## src/rtl/prisched_pkg.sv

```systemverilog
package prisched_pkg;

    typedef enum logic {
        MODE_RR  = 1'b0,
        MODE_PRI = 1'b1
    } sched_mode_e;

    // Next round-robin position with wrap at n.
    function automatic int unsigned wrap_inc(int unsigned v, int unsigned n);
        return (v + 1 >= n) ? 0 : v + 1;
    endfunction

endpackage

```

## src/rtl/prisched_pick.sv

```systemverilog
module prisched_pick #(
    parameter int DEPTH  = 4,
    parameter int SRCH_W = 3,
    parameter int POS_W  = 2
) (
    input  logic [DEPTH-1:0]  vld,
    input  logic [SRCH_W-1:0] start,
    output logic              found,
    output logic [POS_W-1:0]  pos
);
    // Lowest valid entry at or above start.
    always_comb begin
        found = 1'b0;
        pos   = '0;
        for (int k = DEPTH - 1; k >= 0; k--) begin
            if (vld[k] && (k >= int'(start))) begin
                found = 1'b1;
                pos   = POS_W'(k);
            end
        end
    end
endmodule

```

## src/rtl/prisched_demand_flag.sv

```systemverilog
module prisched_demand_flag (
    input  logic clk,
    input  logic rst,
    input  logic set_req,
    input  logic clr_req,
    output logic flag
);
    always_ff @(posedge clk) begin
        if (rst)
            flag <= 1'b0;
        else if (clr_req)
            flag <= 1'b0;
        else if (set_req)
            flag <= 1'b1;
    end
endmodule

```

## src/rtl/prio_chan_sched.sv

```systemverilog
module prio_chan_sched
    import prisched_pkg::*;
#(
    parameter int NUM_CH    = 8,
    parameter int PRI_DEPTH = 4,
    localparam int IDX_W    = (NUM_CH > 1) ? $clog2(NUM_CH) : 1
) (
    input  logic                       clk,
    input  logic                       rst,
    input  logic                       svc_done,
    input  logic                       demand_set,
    input  logic [PRI_DEPTH*IDX_W-1:0] pri_idx_flat,
    input  logic [PRI_DEPTH-1:0]       pri_vld,
    output logic [IDX_W-1:0]           serve_idx,
    output logic                       serve_pri,
    output logic                       demand_flag,
    output logic                       pass_done
);
    localparam int POS_W  = (PRI_DEPTH > 1) ? $clog2(PRI_DEPTH) : 1;
    localparam int SRCH_W = $clog2(PRI_DEPTH + 1);

    sched_mode_e      mode_q, mode_d;
    logic [IDX_W-1:0] cur_q, cur_d;
    logic [IDX_W-1:0] res_q, res_d;
    logic [POS_W-1:0] ptr_q, ptr_d;
    logic             pdone_q, pdone_d;
    logic             flag_clr;

    logic [SRCH_W-1:0] srch_start;
    logic              pick_found;
    logic [POS_W-1:0]  pick_pos;
    logic [IDX_W-1:0]  pick_idx;
    logic [IDX_W-1:0]  rr_next;

    assign srch_start = (mode_q == MODE_PRI) ? SRCH_W'(ptr_q) + SRCH_W'(1) : '0;
    assign pick_idx   = pri_idx_flat[pick_pos*IDX_W +: IDX_W];
    assign rr_next    = IDX_W'(wrap_inc(int'(cur_q), NUM_CH));

    prisched_pick #(
        .DEPTH (PRI_DEPTH),
        .SRCH_W(SRCH_W),
        .POS_W (POS_W)
    ) u_pick (
        .vld  (pri_vld),
        .start(srch_start),
        .found(pick_found),
        .pos  (pick_pos)
    );

    prisched_demand_flag u_flag (
        .clk    (clk),
        .rst    (rst),
        .set_req(demand_set),
        .clr_req(flag_clr),
        .flag   (demand_flag)
    );

    always_comb begin
        mode_d   = mode_q;
        cur_d    = cur_q;
        res_d    = res_q;
        ptr_d    = ptr_q;
        pdone_d  = 1'b0;
        flag_clr = 1'b0;
        if (svc_done) begin
            if (mode_q == MODE_RR) begin
                if (demand_flag) begin
                    res_d = rr_next;
                    if (pick_found) begin
                        mode_d = MODE_PRI;
                        ptr_d  = pick_pos;
                        cur_d  = pick_idx;
                    end else begin
                        cur_d    = rr_next;
                        flag_clr = 1'b1;
                        pdone_d  = 1'b1;
                    end
                end else begin
                    cur_d = rr_next;
                end
            end else begin
                if (pick_found) begin
                    ptr_d = pick_pos;
                    cur_d = pick_idx;
                end else begin
                    mode_d   = MODE_RR;
                    cur_d    = res_q;
                    flag_clr = 1'b1;
                    pdone_d  = 1'b1;
                end
            end
        end
    end

    always_ff @(posedge clk) begin
        if (rst) begin
            mode_q  <= MODE_RR;
            cur_q   <= '0;
            res_q   <= '0;
            ptr_q   <= '0;
            pdone_q <= 1'b0;
        end else begin
            mode_q  <= mode_d;
            cur_q   <= cur_d;
            res_q   <= res_d;
            ptr_q   <= ptr_d;
            pdone_q <= pdone_d;
        end
    end

    assign serve_idx = cur_q;
    assign serve_pri = (mode_q == MODE_PRI);
    assign pass_done = pdone_q;

endmodule

```

## config.mk

```make
export PLATFORM = sky130hd
export DESIGN_NAME = prio_chan_sched
export DESIGN_NICKNAME = d
export VERILOG_FILES = /design/src/rtl/prisched_pkg.sv /design/src/rtl/prisched_pick.sv /design/src/rtl/prisched_demand_flag.sv /design/src/rtl/prio_chan_sched.sv
export SDC_FILE = /design/constraint.sdc
export NUM_CORES = 1
export LEC_CHECK = 0
export CAP_MARGIN = 10
export CORE_UTILIZATION = 43
export DETAILED_ROUTE_END_ITERATION = 12
export PLACE_DENSITY_LB_ADDON = 0.2
export SYNTH_ARGS = -nofsm -noshare
export SYNTH_HDL_FRONTEND = slang
export SYNTH_SLANG_ARGS = --single-unit
```

## constraint.sdc

```tcl
create_clock -name clk -period 2.16 [get_ports clk]
set_clock_uncertainty 0.2 [all_clocks]
set_input_delay 0.432 -clock clk [delete_from_list [all_inputs] [get_ports clk]]
set_output_delay 0.432 -clock clk [all_outputs]
set_load 0.005 [all_outputs]
```

==> out/results.txt <==
outcome - finished clean
Worst Path Required - 2.13 ns
die height - 43.2 um
Min Hold Slack - 0.316 ns
Layout Cells excl Fill - 133
Inserted Clock Buffers - 3
Synth Flop Type - dfxtp_1
PwrDens - 510 nW/um2
Slew HR - 77.8%
Setup WS pre-CTS - -0.133 ns
Worst-Skew Late Latency - 0.26 ns
final-report max-slew violation count - 0
GP Congestion - 0.765
final setup violation count - 0
RSZ-0062 raised after global routing - no
Initial Util - 47.4%
dpl cell area - 1020 um2
fin area - 1050 um2
final worst slack - 0.125 ns
sequential share of power - 44.6%
layout cell share with drive strength beyond 1 - 17.9%
post-layout minimum cycle time - 2.04 ns
routed length per instance - 13.7 um
Pleak - 0.395 nW
HP Start - res_q[2]
Synth Net Count - 107
Setup CP Type - input port to flip-flop
via count - 777
R2R Path End - serve_idx[2]
clock buffer depth - 2
Layout Utilization - 68.1%
number of cell rows - 14
CP startpoint kind - input port
Reg2Reg Setup Slack - 0.19 ns
Post-synth EDFFs - 0
Max Fclk - 491 MHz
worst hold path endpoint - res_q[2]
vias in the first global route - 720
post-synth top area cell - dfxtp_1
Logic pwr share - 29.5%
DRT antenna net count - 0
P_int - 0.381 mW
DIE WIDTH - 43.2 um
final hold violation count - 0
Post-synth top cells - 11 x dfxtp_1, 11 x nor2_1, 9 x a211oi_1
Routed Wire Length - 1830 um
Post-CTS Hold Fix Bufs - 0
global-route wire length before repair - 3030 um
sw power - 0.155 mW
Mapped Cells - 85
Worst VDD drop - 0.000453 V
Layout area overhead - 43.7%
buffer type at the clock tree root - clkbuf_4
Inst Count DP - 129
Port Buffer Count - 25
Tot Pwr - 0.536 mW
FF-to-FF Start - ptr_q[1]
top cell type's share of synthesized area - 30.1%
Tot GR Track Use - 21.5%
fillers - 132
Core ar. - 1540 um2
CTS tree - done
fraction of registers with async set/reset - 0%
Mean Syn Cell Area - 8.60 um2
# IOs - 26
CTS Sinks - 11
DR iter-0 viols - 12
Post-CTS Setup Bufs - 0
arrival time worst endpoint - 2.01 ns
gr ovfl total - 0
Clk pwr share - 26.0%
Distinct cells, synth - 33
Via density - 5.84
fin nets - 140
Min-Delay Path Class - flip-flop to flip-flop
Hold Path Cell Cnt - 2
CP Capture Type - flip-flop
Sw Share - 28.9%
Max-cap violations - 0
Tcrit/Tclk final - 94.2%
R2R depth - 6
Mapped Area - 731 um2
initial antenna violation count - 0
Synth area leaders - dfxtp_1 30%, a211oi_1 9.2%, mux2i_1 6.8%
clock transition at the registers of the reported paths - 0.07 ns
crit-path max FO - 7
#FFs+latches synth - 11
Least-Margin Pin Slew - 0.333 ns
post-DP HPWL - 1440 um
Synth Warn # - 0
DR pass1 iterations - 5
ANT cells - 0
sequential area share after synthesis - 30.1%
largest net degree at the start of global routing - 14
total negative slack - 0 ns
die area - 1870 um2
CTS H-tree lvls - 1
# DRC - 0
area by class of cell:
| cell class | count | area [um2] | share of cell area (%) |
|---|---|---|---|
| Multi-Input combinational cell | 66 | 462 | 44.0 |
| Tap cell | 16 | 20.0 | 1.91 |
| Clock buffer | 4 | 26.3 | 2.50 |
| Inverter | 4 | 17.5 | 1.67 |
| Sequential cell | 11 | 221 | 21.1 |
| Timing Repair Buffer | 32 | 303 | 28.8 |
what timing repair did:
| item | CTS | global route |
|---|---|---|
| resized for setup | 0 | 1 |
| endpoints found under the hold margin | 0 | 0 |
| endpoints found under the setup margin | 0 | 1 |
per-layer routing:
layer	vias to the layer above	track usage (%)	share of wire [%]
li1	391	-	-
met1	356	25.6	43
met2	28	37.3	52
met3	2	6.38	4.9
met4	0	5.45	0.55
met5	-	0	0
cells in the final DEF, fill, tap and decap left out, types with 2 or more instances in the layout:
master,n
nor2_1,11
o21ai_0,5
inv_1,3
mux2i_1,5
nor3_1,2
ha_1,2
clkdlybuf4s50_1,25
a211oi_1,9
dfxtp_1,10
a21oi_1,5
nand2_1,4
buf_4,7
a21boi_0,3
clkbuf_4,3
o21ai_2,2
a311oi_1,2
critical path: stages:
cell	delay, ns
clkdlybuf4s50_1	0.51
a21bo_1	0.21
a32o_2	0.28
and2_4	0.18
mux2i_1	0.13
a211oi_1	0.27
flip-flops by register name, indices dropped and copies added (netlist names):
name         flops
pass_done        1
ptr_q            2
serve_idx        3
res_q            3
serve_pri        1
u_flag.flag      1
cells by family after synthesis:
group	synth area share, %
buffers and inverters	6.68
DFF	30.1
AOI/OAI and AO/OA	38.7
adders and majority gates	3.42
muxes	6.85
and+or+nand+nor	14.2
power by group through the flow:
stage / Clock (mW) / Combinational [mW] / Sequential [mW]
finish: 0.139 / 0.158 / 0.239
global route: 0.153 / 0.172 / 0.241
CTS: 0.142 / 0.158 / 0.238
detailed placement: 0 / 0.157 / 0.242
global placement: 0 / 0.153 / 0.242
floorplan: 0 / 0.0876 / 0.235
worst max path at each step:
stage / start / end / slack (ns) / cells past startpoint
after floorplan: ptr_q[1] / serve_idx[0] / 0.31 / 7
after global placement: pri_vld[2] / serve_idx[1] / -0.12 / 6
after detailed placement: pri_vld[2] / serve_idx[2] / -0.13 / 6
after CTS: serve_pri / serve_pri / 0.04 / 1
after global routing: ptr_q[1] / serve_idx[2] / 0.06 / 6
final: pri_vld[2] / serve_idx[2] / 0.12 / 6
Note: power is estimated with default switching activity, not from simulation.
